[config.mk]
export PLATFORM = sky130hd
export DESIGN_NAME = tmeas_seq
export DESIGN_NICKNAME = d
export VERILOG_FILES = /design/src/rtl/tmeas_pkg.sv /design/src/rtl/tmeas_clkdiv.sv /design/src/rtl/tmeas_tickcnt.sv /design/src/rtl/tmeas_fsm.sv /design/src/rtl/tmeas_seq.sv
export SDC_FILE = /design/constraint.sdc
export NUM_CORES = 1
export LEC_CHECK = 0
export BUFFER_PORTS_ARGS = -buffer_cell sky130_fd_sc_hd__buf_2
export CAP_MARGIN = 20
export CORE_UTILIZATION = 55
export CTS_CLUSTER_SIZE = 40
export DETAILED_ROUTE_END_ITERATION = 10
export PLACE_DENSITY = 0.86
export SLEW_MARGIN = 25
export SYNTH_ARGS = -nofsm -noshare
export SYNTH_HDL_FRONTEND = slang
export SYNTH_HIERARCHICAL = 1
export SYNTH_SLANG_ARGS = --single-unit
export TNS_END_PERCENT = 1
[constraint.sdc]
create_clock -name clk -period 8.3 [get_ports clk]
set_input_delay 0.83 -clock clk [delete_from_list [all_inputs] [get_ports clk]]
set_output_delay 0.83 -clock clk [all_outputs]
set_load 0.02 [all_outputs]
[src/rtl/tmeas_pkg.sv]
`timescale 1ns/1ps
package tmeas_pkg;
  typedef enum logic [1:0] {
    MODE_ONE  = 2'd0,
    MODE_CONT = 2'd1,
    MODE_PER  = 2'd2,
    MODE_RSV  = 2'd3
  } meas_mode_e;

  typedef enum logic [2:0] {
    ST_OFF,
    ST_WARM,
    ST_READY,
    ST_CONV,
    ST_SAMPLE,
    ST_GAP
  } seq_state_e;

  localparam int CW_EN     = 31;
  localparam int CW_GO     = 30;
  localparam int CW_HALT   = 29;
  localparam int CW_MODE   = 24;
  localparam int CW_RES    = 18;
  localparam int SW_DRDY   = 16;
  localparam int SW_BUSY   = 0;
endpackage

[src/rtl/tmeas_clkdiv.sv]
`timescale 1ns/1ps
module tmeas_clkdiv #(
  parameter int DIV_W = 8
) (
  input  logic             clk,
  input  logic             rst_n,
  input  logic             run,
  input  logic             div_en,
  input  logic [DIV_W-1:0] div_val,
  output logic             tick
);
  logic [DIV_W-1:0] cnt_q, cnt_d;
  logic             wrap;

  assign wrap = (cnt_q >= div_val);
  assign tick = run && (!div_en || wrap);

  always_comb begin
    cnt_d = cnt_q;
    if (!run || !div_en || wrap) cnt_d = '0;
    else                         cnt_d = cnt_q + 1'b1;
  end

  always_ff @(posedge clk or negedge rst_n) begin
    if (!rst_n) cnt_q <= '0;
    else        cnt_q <= cnt_d;
  end
endmodule

[src/rtl/tmeas_tickcnt.sv]
`timescale 1ns/1ps
module tmeas_tickcnt #(
  parameter int W = 8
) (
  input  logic         clk,
  input  logic         rst_n,
  input  logic         clr,
  input  logic         inc,
  output logic [W-1:0] cnt
);
  logic [W-1:0] cnt_q, cnt_d;
  logic         upd;

  assign upd = clr || (inc && (cnt_q != {W{1'b1}}));

  always_comb begin
    if (clr) cnt_d = '0;
    else     cnt_d = cnt_q + 1'b1;
  end

  always_ff @(posedge clk or negedge rst_n) begin
    if (!rst_n)   cnt_q <= '0;
    else if (upd) cnt_q <= cnt_d;
  end

  assign cnt = cnt_q;
endmodule

[src/rtl/tmeas_fsm.sv]
`timescale 1ns/1ps
module tmeas_fsm
  import tmeas_pkg::*;
#(
  parameter int PUD_W  = 8,
  parameter int CONV_W = 15,
  parameter int PER_W  = 24
) (
  input  logic              clk,
  input  logic              rst_n,
  input  logic              en,
  input  meas_mode_e        mode,
  input  logic              go,
  input  logic              halt,
  input  logic              tick,
  input  logic [PUD_W-1:0]  warm_cnt,
  input  logic [PUD_W-1:0]  pud,
  input  logic [CONV_W-1:0] conv_cnt,
  input  logic [CONV_W-1:0] conv_len,
  input  logic [PER_W-1:0]  per_cnt,
  input  logic [PER_W-1:0]  period,
  input  logic              sns_done,
  output seq_state_e        state,
  output logic              warm_clr,
  output logic              warm_inc,
  output logic              conv_clr,
  output logic              conv_inc,
  output logic              per_clr,
  output logic              per_inc,
  output logic              capture
);
  seq_state_e state_q, state_d;
  logic       pend_q, pend_d;
  logic       per_due, conv_last, start_conv;

  assign per_due   = tick && (({1'b0, per_cnt} + 1'b1) >= {1'b0, period});
  assign conv_last = tick && (conv_cnt == conv_len - 1'b1);

  always_comb begin
    state_d    = state_q;
    pend_d     = pend_q;
    warm_clr   = 1'b0;
    warm_inc   = 1'b0;
    conv_inc   = 1'b0;
    per_inc    = 1'b0;
    capture    = 1'b0;
    start_conv = 1'b0;
    unique case (state_q)
      ST_OFF: begin
        if (en) begin
          state_d  = ST_WARM;
          warm_clr = 1'b1;
        end
      end
      ST_WARM: begin
        if (warm_cnt == pud) state_d = ST_READY;
        else                 warm_inc = tick;
      end
      ST_READY: begin
        if (pend_q) begin
          start_conv = 1'b1;
          pend_d     = 1'b0;
        end
      end
      ST_CONV: begin
        per_inc = tick;
        if (halt) state_d = ST_READY;
        else begin
          conv_inc = tick;
          if (conv_last) state_d = ST_SAMPLE;
        end
      end
      ST_SAMPLE: begin
        per_inc = tick;
        if (halt) state_d = ST_READY;
        else if (sns_done) begin
          capture = 1'b1;
          unique case (mode)
            MODE_CONT: start_conv = 1'b1;
            MODE_PER: begin
              if (per_due) start_conv = 1'b1;
              else         state_d    = ST_GAP;
            end
            default: state_d = ST_READY;
          endcase
        end
      end
      ST_GAP: begin
        per_inc = tick;
        if (halt)         state_d    = ST_READY;
        else if (per_due) start_conv = 1'b1;
      end
      default: state_d = ST_OFF;
    endcase

    if (start_conv) state_d = ST_CONV;
    conv_clr = start_conv;
    per_clr  = start_conv;

    if (halt)     pend_d = 1'b0;
    else if (go)  pend_d = 1'b1;
    else if (!en) pend_d = 1'b0;

    if (!en) begin
      state_d  = ST_OFF;
      capture  = 1'b0;
      conv_clr = 1'b0;
      per_clr  = 1'b0;
    end
  end

  always_ff @(posedge clk or negedge rst_n) begin
    if (!rst_n) begin
      state_q <= ST_OFF;
      pend_q  <= 1'b0;
    end else begin
      state_q <= state_d;
      pend_q  <= pend_d;
    end
  end

  assign state = state_q;
endmodule

[src/rtl/tmeas_seq.sv]
`timescale 1ns/1ps
module tmeas_seq
  import tmeas_pkg::*;
#(
  parameter int DIV_W     = 8,
  parameter int PUD_W     = 8,
  parameter int PER_W     = 24,
  parameter int RES_W     = 2,
  parameter int DATA_W    = 16,
  parameter int CONV_BASE = 325,
  parameter int CONV_UNIT = 2048
) (
  input  logic              clk,
  input  logic              rst_n,
  input  logic              ctrl_wr,
  input  logic [31:0]       ctrl_wdata,
  input  logic              cdiv_en,
  input  logic [DIV_W-1:0]  cdiv_val,
  input  logic [PUD_W-1:0]  pud_ticks,
  input  logic [PER_W-1:0]  period_ticks,
  input  logic              drdy_clr,
  input  logic              sns_done,
  input  logic [DATA_W-1:0] sns_data,
  output logic              conv_tick,
  output logic              sns_conv,
  output logic              sns_req,
  output logic [DATA_W-1:0] result,
  output logic              drdy,
  output logic [31:0]       status
);
  localparam int RES_MAX  = (1 << RES_W) - 1;
  localparam int CONV_MAX = CONV_BASE + CONV_UNIT * (1 << RES_MAX);
  localparam int CONV_W   = $clog2(CONV_MAX + 1);

  logic              en_q;
  meas_mode_e        mode_q;
  logic [RES_W-1:0]  res_q;
  logic              go, halt;
  logic [DATA_W-1:0] result_q;
  logic              drdy_q;
  logic [CONV_W-1:0] conv_len;
  logic              tick;
  seq_state_e        state;
  logic              warm_clr, warm_inc, conv_clr, conv_inc, per_clr, per_inc, capture;
  logic [PUD_W-1:0]  warm_cnt;
  logic [CONV_W-1:0] conv_cnt;
  logic [PER_W-1:0]  per_cnt;
  logic              unused_wdata;

  assign unused_wdata = ^{ctrl_wdata[28:CW_MODE+2], ctrl_wdata[CW_MODE-1:CW_RES+RES_W],
                          ctrl_wdata[CW_RES-1:0]};

  assign go   = ctrl_wr && ctrl_wdata[CW_GO] && ctrl_wdata[CW_EN];
  assign halt = ctrl_wr && ctrl_wdata[CW_HALT];

  always_ff @(posedge clk or negedge rst_n) begin
    if (!rst_n) begin
      en_q   <= 1'b0;
      mode_q <= MODE_ONE;
      res_q  <= '0;
    end else if (ctrl_wr) begin
      en_q   <= ctrl_wdata[CW_EN];
      mode_q <= meas_mode_e'(ctrl_wdata[CW_MODE+1:CW_MODE]);
      res_q  <= ctrl_wdata[CW_RES+RES_W-1:CW_RES];
    end
  end

  assign conv_len = CONV_W'(CONV_BASE) + (CONV_W'(CONV_UNIT) << res_q);

  tmeas_clkdiv #(.DIV_W(DIV_W)) u_div (
    .clk(clk), .rst_n(rst_n), .run(en_q), .div_en(cdiv_en),
    .div_val(cdiv_val), .tick(tick)
  );

  tmeas_tickcnt #(.W(PUD_W)) u_warm (
    .clk(clk), .rst_n(rst_n), .clr(warm_clr), .inc(warm_inc), .cnt(warm_cnt)
  );

  tmeas_tickcnt #(.W(CONV_W)) u_conv (
    .clk(clk), .rst_n(rst_n), .clr(conv_clr), .inc(conv_inc), .cnt(conv_cnt)
  );

  tmeas_tickcnt #(.W(PER_W)) u_per (
    .clk(clk), .rst_n(rst_n), .clr(per_clr), .inc(per_inc), .cnt(per_cnt)
  );

  tmeas_fsm #(.PUD_W(PUD_W), .CONV_W(CONV_W), .PER_W(PER_W)) u_fsm (
    .clk(clk), .rst_n(rst_n), .en(en_q), .mode(mode_q), .go(go), .halt(halt),
    .tick(tick), .warm_cnt(warm_cnt), .pud(pud_ticks), .conv_cnt(conv_cnt),
    .conv_len(conv_len), .per_cnt(per_cnt), .period(period_ticks),
    .sns_done(sns_done), .state(state), .warm_clr(warm_clr), .warm_inc(warm_inc),
    .conv_clr(conv_clr), .conv_inc(conv_inc), .per_clr(per_clr), .per_inc(per_inc),
    .capture(capture)
  );

  always_ff @(posedge clk or negedge rst_n) begin
    if (!rst_n)       result_q <= '0;
    else if (capture) result_q <= sns_data;
  end

  always_ff @(posedge clk or negedge rst_n) begin
    if (!rst_n)                   drdy_q <= 1'b0;
    else if (capture || drdy_clr) drdy_q <= capture;
  end

  assign conv_tick = tick;
  assign sns_conv  = (state == ST_CONV);
  assign sns_req   = (state == ST_SAMPLE);
  assign result    = result_q;
  assign drdy      = drdy_q;

  always_comb begin
    status          = '0;
    status[SW_DRDY] = drdy_q;
    status[SW_BUSY] = sns_conv;
  end
endmodule

# Word level (Yosys, flattened, before mapping)
# Cells that the tools add are included.
# word_totals
register_bits	81
out_inout_bits	52
elab_cells	100
# op_classes
n_addsub	7
order_cmp	2
n_eq_ne	20
shift	1
muxes	38
n_reduce_logical	21
# ops
op	n
two-way mux 3 bit	9
adder 24 x 1 -> 25 bit, second input constant	1
greater-or-equal comparator 25 x 24 -> 1 bit	1
adder 24 x 1 -> 24 bit, second input constant	1
two-way mux 24 bit	1
!= test 24 bit, second input constant	1
two-way mux 1 bit	21
case mux 3 bit (6 select lines)	1
adder 8 x 1 -> 8 bit, second input constant	2
two-way mux 8 bit	2
adder 10 x 15 -> 15 bit, first input constant	1
adder 15 x 1 -> 15 bit, second input constant	1
== test 15 bit	1
two-way mux 15 bit	1
!= test 15 bit, second input constant	1
left shift 12 x 2 -> 15 bit, first input constant	1
subtractor 15 x 1 -> 15 bit, second input constant	1
logical AND 1 bit	9
== test 8 bit	1
greater-or-equal comparator 8 bit	1
!= test 8 bit, second input constant	1
logical OR 1 bit	7
AND reduction 7 bit	1
== test 3 x 2 -> 1 bit, second input constant	2
18 further kinds	20

# Depth between registers and ports, before layout
# Gate-level depths: netlist of run 1.
# depth
word_depth	11
depth_mapped	20

# Hierarchy
# Netlist of run 1, hierarchy kept.
# by_module_without_submodules
module	instances	cells_per_inst	area_per_inst_um2	seq_area_each_um2
tmeas_fsm	1	301	2215.9	100.1
tmeas_tickcnt at u_per	1	146	1357.6	600.6
tmeas_seq	1	91	1167.4	550.5
tmeas_tickcnt at u_conv	1	94	915.9	375.4
tmeas_clkdiv	1	62	569.3	200.2
tmeas_tickcnt at u_warm	1	42	430.4	200.2

# Worst setup path after synthesis of run 1
# No wires, ideal clock.
# synth_timing
path_type	reg2reg
from	reg u_per.cnt_q[0], in the netlist u_per/cnt[0]
to	reg u_per.cnt_q[0], in the netlist u_per/cnt[0]
arrival_time_ns	4.285
required_ns	8.168
slack_ns	3.883
stages_incl_launch_ff	21
n_path_buf	5
cell_sequence	dfrtp_1 ha_1 nand3_1 nor2_1 and4_1 clkbuf_1 nand3_1 xnor2_1 ha_1 nand4_1 or4_1 o31ai_1 a211o_1 o21ai_0 nor2b_1 nor2_1 buf_4 clkbuf_1 clkbuf_1 clkbuf_1 nor2_1
# synth_via
elab_chain_len	10
# synth_lines
element	line_no	rtl
start: declaration	tmeas_tickcnt.sv:11	logic [W-1:0] cnt_q, cnt_d;
start signal: assignment	tmeas_tickcnt.sv:23	else if (upd) cnt_q <= cnt_d;
adder 24 x 1 -> 25 bit *	tmeas_fsm.sv:36	assign per_due = tick && (({1'b0, per_cnt} + 1'b1) >= {1'b0, period});
greater-or-equal comparator 25 x 24 -> 1 bit *	tmeas_fsm.sv:36	
logical AND 1 bit *	tmeas_fsm.sv:36	
two-way mux 1 bit *	tmeas_fsm.sv:81, tmeas_fsm.sv:91	
case mux 1 bit (2 select lines)	tmeas_fsm.sv:78	unique case (mode)
two-way mux 1 bit	tmeas_fsm.sv:76	else if (sns_done) begin
two-way mux 1 bit	tmeas_fsm.sv:75	if (halt) state_d = ST_READY;
case mux 1 bit (3 select lines) *	tmeas_fsm.sv:48	unique case (state_q)
two-way mux 1 bit *	--	
net conv_clr	tmeas_seq.sv:44	logic warm_clr, warm_inc, conv_clr, conv_inc, per_clr, per_inc, capture;
two-way mux 24 bit / logical OR 1 bit (equally long branches)	tmeas_tickcnt.sv:17, tmeas_tickcnt.sv:14	
# The timed path passes the listed nets; every way through them passes the cells marked *.
# A chain may end at the register's enable or synchronous reset.

# Final worst setup path of run 1
# layout_timing
from	reg u_per.cnt_q[0], in the netlist u_per/cnt[0]
to	reg u_conv.cnt_q[9], in the netlist u_conv/cnt[9]
# layout_via
elab_chain_len	10
# layout_lines
element	line_no	rtl
adder 24 x 1 -> 25 bit *	tmeas_fsm.sv:36	
greater-or-equal comparator 25 x 24 -> 1 bit *	tmeas_fsm.sv:36	
logical AND 1 bit *	tmeas_fsm.sv:36	
two-way mux 1 bit *	tmeas_fsm.sv:81, tmeas_fsm.sv:91	
case mux 1 bit (2 select lines)	tmeas_fsm.sv:78	
two-way mux 1 bit	tmeas_fsm.sv:76	
two-way mux 1 bit	tmeas_fsm.sv:75	
case mux 1 bit (3 select lines) *	tmeas_fsm.sv:48	
two-way mux 1 bit *	tmeas_fsm.sv:104	if (!en) begin
net conv_clr	tmeas_seq.sv:44	
two-way mux 15 bit / logical OR 1 bit (equally long branches)	tmeas_tickcnt.sv:17, tmeas_tickcnt.sv:14	
end signal: assignment	tmeas_tickcnt.sv:23	
end: declaration	tmeas_tickcnt.sv:11	
# Marked as above.

==> flow_summary.toml, run 1 <==
[status]
status = "finished with violations"
violations = "design-rule violations"

[synthesis]
synthSimpleGateAreaFrac_pct = 25.7
synthMuxAreaShare_pct = 6.64
synthAdderAreaFrac_pct = 7.52
synthDistinctLibCells = 83
avgSynthCellArea_um2 = 9.04
synth_compound_area_share_pct = 13.4
synth_cells = 736
netlist.top_cell.by_area = "dfrtp_1"
synth-edff-count = 0
synth.top_cells.by_area = "dfrtp_1 (30%), ha_1 (7.5%), xor2_1 (3.9%)"
yosysTopAreaCellShare_pct = 30.5
async_flop_share_pct = 100
ys.flop_type = "dfrtp_1"
yosysWarnings = 6
synth_xor_area_share_pct = 7.63
synth_top_family_by_area = "simple AND/OR/NAND/NOR gates"
synth_seq_area_share_pct = 30.5
synth-seq-cells = 81
syn_area_um2 = 6660

[setup_path]
crit_type = "reg2reg"
cp.arrival_ns = 4.90
crit_required_ns = 8.52
crit_fanout = 48
cp-end-kind = "register"
startpoint_type = "register"

[sta]
slew_headroom_pct = 34.8
rsz0062_at_grt = "false"
timing.final.crit_share_pct = 56.4
slew_violations = 0
tightest_slew_ns = 0.978
setup_viol = 0
hold_violations = 0
fmax_mhz = 214
whs_ns = 0.507
tns_ns = 0
finClkSkew_ns = 0.00604
fin_crit_ns = 4.68

[hold_path]
hold_class = "reg2reg"

[global_route]
grt_max_degree = 82
overflow = 0
grt_use_met1_pct = 30.3
grt.met2_usage_pct = 41.9
antenna_found_initial = 0
grt.busiest_layer = "met2"
first_global_vias = 5304
grt_pass1_wl_mm = 24.7
track_usage_pct = 24.2
grtUsageMet3_pct = 5.24

[clock_network]
cts_sinks = 81
cts_setup_buffers = 0
cts_resized = 0
clock_latency_ns = 0.34
clk_transition_reported_paths_ns = 0.06
cts_buffers = 9
cts.htree.levels = 3
postCtsHoldBufs = 0
clockRootBuffer = "clkbuf_16"
cts_max_path_buffers = 2
cts_tree = "done"

[drt]
via_count = 5709
vias_per_cell = 5.76
wirelength_mm = 14.9
wl_per_cell_um = 15.0
drc = 6
dr.pass1.iters = 8
drtIter0Drc = 306
drtAntennaViolNets = 0

[final_layout]
final_cells = 991
area_growth_syn_to_layout_pct = 12.0
mostFrequentLayoutCells = "buf_2 (89), dfrtp_1 (81), conb_1 (61)"
drive_gt1_share_pct = 19.1
final_nets = 977
fillers = 973
final_common_cell = "buf_2"
antenna_cells = 0

[placement]
port_buffers = 90
dp.cells = 975
routabilityCongestion = 0.854
hpwl_mm = 10.8

[die]
die_height_um = 112
dieArea_um2 = 12500
core_area_um2 = 11600
initial_core_util_pct = 57.3
die_w_um = 112
ios = 146
rows = 39

[power_and_ir_drop]
p_total_mw = 1.24
p_per_area_nw_per_um2 = 166
leakage_nw = 3.60
irDropWorstVdd_mv = 0.175

[flow_run]
maxCapViolations = 0
==> path summary, 6_finish.rpt <==
check	start	to	slack (ns)	cells past startpoint
min in group asynchronous	rst_n	result[10]	0.53	1
min	result[14]	result[14]	0.51	1
max in group asynchronous	rst_n	u_per/cnt[1]	7.25	1
min reg2reg	result[14]	result[14]	0.51	1
max reg2reg	u_per/cnt[0]	u_conv/cnt[9]	3.62	17
max	u_per/cnt[0]	u_conv/cnt[9]	3.62	17
==> per-layer routing <==
metal	wire length, µm	vias to the layer above	share of wire, %
met1	6390	2740	43
met5	0	-	0
li1	-	2805	-
met4	232	0	1.6
met3	646	21	4.3
met2	7600	143	51
==> flip-flops by register name, summed over array words and instances, names as in the netlist <==
signal / count
result: 16
u_conv/cnt: 15
en_q: 1
u_div/cnt_q: 8
u_per/cnt: 24
drdy: 1
u_fsm/state: 3
mode_q: 2
u_warm/cnt: 8
u_fsm/pend_q: 1
res_q: 2
==> critical path, cell delays in order (launching register included) <==
cell and delay [ns]:
dfrtp_1 0.50, ha_1 0.23, nand3_1 0.14, nor2_1 0.27
and4_1 0.40, nand3_1 0.13, xnor2_1 0.15, ha_1 0.33
nand4_1 0.17, or4_1 0.54, o31ai_1 0.27, a211o_1 0.17
o21ai_0 0.10, nor2b_1 0.21, nor2_2 0.09, buf_4 0.41
nor2_1 0.11, mux2_1 0.31
==> through the flow <==
stage                     area [µm²]  utilization [%]  setup slack (ns)
after CTS                       7450             64.2              3.63
after floorplan                 6880                -              3.88
final                           7460             64.2              3.62
after detailed placement        7130             61.4              3.69
after global placement          7130             61.4              3.78
after global routing            7460             64.2              3.31
==> synthesized netlist by cell type (3+ instances only) <==
cell,count
a211o_1,3
a211oi_1,7
a21boi_0,5
a21o_1,6
a21oi_1,38
a31oi_1,5
and2_1,6
and3_1,14
and4_1,12
buf_2,3
buf_4,34
buf_6,5
clkbuf_1,9
dfrtp_1,81
ha_1,40
inv_1,47
mux2_2,15
mux2_4,12
mux2i_1,7
nand2_1,38
nand2b_1,10
nand3_1,32
nand3b_1,3
nand4_1,21
nor2_1,52
nor2b_1,14
nor3_1,18
nor3_2,3
nor4_1,11
nor4_2,3
o211ai_1,4
o21a_1,5
o21ai_0,17
o21ai_1,3
o21bai_1,3
o31ai_1,10
or3_1,17
or4_1,12
xnor2_1,28
xor2_1,30
==> layout make-up <==
cell class              count  area [µm²]  area share (%)
well taps                 143         179            2.40
inverters                  47         176            2.37
multi-input cells         613        4290            57.5
clock buffers              12         246            3.31
flip-flops and latches     81        2030            27.2
clock inverters             4        76.3            1.02
repair buffers             91         464            6.22
==> kinds of logic after synthesis <==
logic type,after synthesis
other,2
buffers and inverters,101
AO/OA/AOI/OAI,130
XOR/XNOR,58
multiplexers,36
flip-flops,81
adder cells (fa/ha/maj),40
AND/OR/NAND/NOR,288
==> power breakdown <==
| part | internal, mW | switching, mW | total, mW |
|---|---|---|---|
| registers | 0.440 | 0.0476 | 0.487 |
| logic | 0.137 | 0.182 | 0.319 |
| clock network | 0.272 | 0.161 | 0.433 |
Power figures use the tool's default switching activity.
==> inputs of run 2 (changes only) <==
--- a/config.mk
+++ b/config.mk
@@ -5,12 +5,13 @@
 export SDC_FILE = /design/constraint.sdc
 export NUM_CORES = 1
 export LEC_CHECK = 0
+export ABC_AREA = 1
 export BUFFER_PORTS_ARGS = -buffer_cell sky130_fd_sc_hd__buf_2
 export CAP_MARGIN = 20
-export CORE_UTILIZATION = 55
+export CORE_UTILIZATION = 51
 export CTS_CLUSTER_SIZE = 40
 export DETAILED_ROUTE_END_ITERATION = 10
-export PLACE_DENSITY = 0.86
+export PLACE_DENSITY = 0.83
 export SLEW_MARGIN = 25
 export SYNTH_ARGS = -nofsm -noshare
 export SYNTH_HDL_FRONTEND = slang
==> constraint.sdc (replaced) <==
create_clock -name clk -period 4.1 [get_ports clk]
set_input_delay 0.41 -clock clk [delete_from_list [all_inputs] [get_ports clk]]
set_output_delay 0.41 -clock clk [all_outputs]
set_load 0.02 [all_outputs]
==> flow_summary.toml, run 2 <==
[status]
status = "complete, no violations"

[clock_network]
cts_sinks = 81
clk_transition_reported_paths_ns = 0.06
clock_latency_ns = 0.34
cts.htree.levels = 3
cts_buffers = 9
cts_tree = "done"
clockRootBuffer = "clkbuf_16"
cts_max_path_buffers = 2

[synthesis]
synth_compound_area_share_pct = 5.32
synth_cells = 1127
synth.top_cells.by_area = "dfrtp_1 (28%), nand2_1 (19%), inv_1 (8.4%)"
ys.flop_type = "dfrtp_1"
syn_area_um2 = 7340
synth_seq_area_share_pct = 27.6
synth-edff-count = 0
yosysTopAreaCellShare_pct = 27.6
synthSimpleGateAreaFrac_pct = 41.6
yosysWarnings = 6
netlist.top_cell.by_area = "dfrtp_1"
synthTopCellsByCount = "nand2_1 (375), inv_1 (165), nor2_1 (131)"
synthDistinctLibCells = 53
synth_most_common_cell = "nand2_1"
synthAdderAreaFrac_pct = 6.82
synth_xor_area_share_pct = 4.96
synthMuxAreaShare_pct = 0
avgSynthCellArea_um2 = 6.51
synth-seq-cells = 81
synth_top_family_by_area = "simple AND/OR/NAND/NOR gates"
async_flop_share_pct = 100

[die]
ios = 146
die_w_um = 122
rows = 43
dieArea_um2 = 14900
die_height_um = 122
initial_core_util_pct = 52.7
core_area_um2 = 13900

[global_route]
grt_max_degree = 49
antenna_found_initial = 0
track_usage_pct = 24.1
first_global_vias = 6527
grt_pass1_wl_mm = 28.8
overflow = 0

[drt]
vias_per_cell = 4.92
wirelength_mm = 17.2
dr.pass1.iters = 5
via_count = 7139
drtIter0Drc = 503
drtAntennaViolNets = 0
wl_per_cell_um = 11.8
drc = 0

[setup_path]
crit_required_ns = 4.37
crit_fanout = 13
crit_type = "reg2reg"
startpoint_type = "register"
cp-end-kind = "register"
cp.arrival_ns = 4.09

[final_layout]
fillers = 1300
final_core_util_pct = 60.3
area_growth_syn_to_layout_pct = 14.6
final_common_cell = "nand2_1"
drive_gt1_share_pct = 15.3
largest_reg_flops = 24
antenna_cells = 0
final_nets = 1401
mostFrequentLayoutCells = "nand2_1 (374), inv_1 (165), nor2_1 (129)"

[placement]
port_buffers = 90
hpwl_mm = 13.2
pre_cts_ws_ns = 0.0925
routabilityCongestion = 0.910

[sta]
finClkSkew_ns = 0.00725
setup_viol = 0
fmax_mhz = 262
slew_headroom_pct = 31.6
timing.final.crit_share_pct = 93.1
slew_violations = 0
tightest_slew_ns = 1.02
hold_violations = 0
setup_ws_ns = 0.284
fin_crit_ns = 3.82

[hold_path]
hold_class = "in2async"

[power_and_ir_drop]
irDropWorstVdd_mv = 0.209
leakage_nw = 4.78
p_per_area_nw_per_um2 = 326

[flow_run]
maxCapViolations = 0
==> run 2: changes by cell type after synthesis, sizes merged, moves of 13 or more <==
cell,change
nand2,+358
and4,-13
nand3,+39
nor2,+101
and3,-15
mux2,-29
inv,+120
xnor2,-17
or3,-17
nor2b,-15
==> run 2: power breakdown <==
| part | leakage (nW) | switching (mW) | internal (mW) |
|---|---|---|---|
| combinational | 3.57 | 0.546 | 0.324 |
| clock | 0.137 | 0.330 | 0.470 |
| sequential | 1.07 | 0.163 | 0.907 |
==> run 2: layer usage <==
metal / vias to the layer above / GRT usage, % / share of wire [%]
met2: 169 / 41.5 / 49
met5: - / 0 / 0
li1: 3699 / - / -
met1: 3251 / 30.7 / 45
met3: 20 / 4.40 / 4.5
met4: 0 / 6.64 / 1.3
==> run 2: cell families after synthesis <==
logic type      after synthesis
compound gates               67
flops                        81
simple gates                681
xor+xnor                     40
other cells                   2
buf+inv                     216
fa+ha+maj                    40
==> run 2: timing repair <==
action / CTS / global route
setup buffers: 0 / 2
endpoints found under the setup margin: 0 / 37
hold buffers: 0 / 0
gates resized for setup: 0 / 17
==> run 2: final cells by class <==
| type | instances | area, µm² | area share (%) |
|---|---|---|---|
| Clock buffer | 9 | 225 | 2.68 |
| Tap cell | 180 | 225 | 2.68 |
| Sequential cell | 81 | 2030 | 24.2 |
| Multi-Input combinational cell | 899 | 4600 | 54.7 |
| Timing Repair Buffer | 105 | 597 | 7.10 |
| Inverter | 171 | 657 | 7.81 |
| Clock inverter | 7 | 71.3 | 0.848 |
==> run 2: per-stage QoR <==
stage | cells | hold WS, ns | total power, mW | TNS (ns) | instance area [µm²]
floorplan | 1196 | 0.114 | 1.70 | 0 | 7600
global placement | 1433 | 0.449 | 1.89 | 0 | 8020
detailed placement | 1434 | 0.405 | 1.92 | 0 | 8050
CTS | 1450 | 0.0305 | 2.73 | 0 | 8350
global route | 1452 | 0.0465 | 2.94 | -0.0583 | 8410
finish | 1452 | 0.0215 | 2.74 | 0 | 8410
==> run 2: path summary, 6_finish.rpt <==
kind	start	cells after the start	slack, ns	to
max in group asynchronous	rst_n	2	3.45	u_per/cnt[1]
hold / removal	rst_n	1	0.02	result[7]
min in group clk	sns_data[8]	3	0.27	result[8]
hold reg to reg	result[3]	2	0.46	result[3]
setup / recovery	u_per/cnt[2]	25	0.28	u_conv/cnt[0]
setup reg to reg	u_per/cnt[2]	25	0.28	u_conv/cnt[0]
==> run 2: critical path, cell delays in order, from the launching register on <==
cell	delay [ns]
dfrtp_2	0.43
nand3_2	0.14
nor2_4	0.16
nand2_2	0.10
nor3_2	0.14
inv_1	0.11
nor4_4	0.33
nand4_1	0.16
xnor2_1	0.20
ha_1	0.25
nand2_1	0.13
nor2_1	0.05
nand2_1	0.07
nor2_1	0.05
nand2_1	0.06
nand2_1	0.07
a21oi_2	0.15
nand3_2	0.13
nand3_2	0.11
nand2_4	0.07
nand2_1	0.09
inv_1	0.08
buf_4	0.19
nor2_4	0.30
nand2_1	0.09
nand2_1	0.08
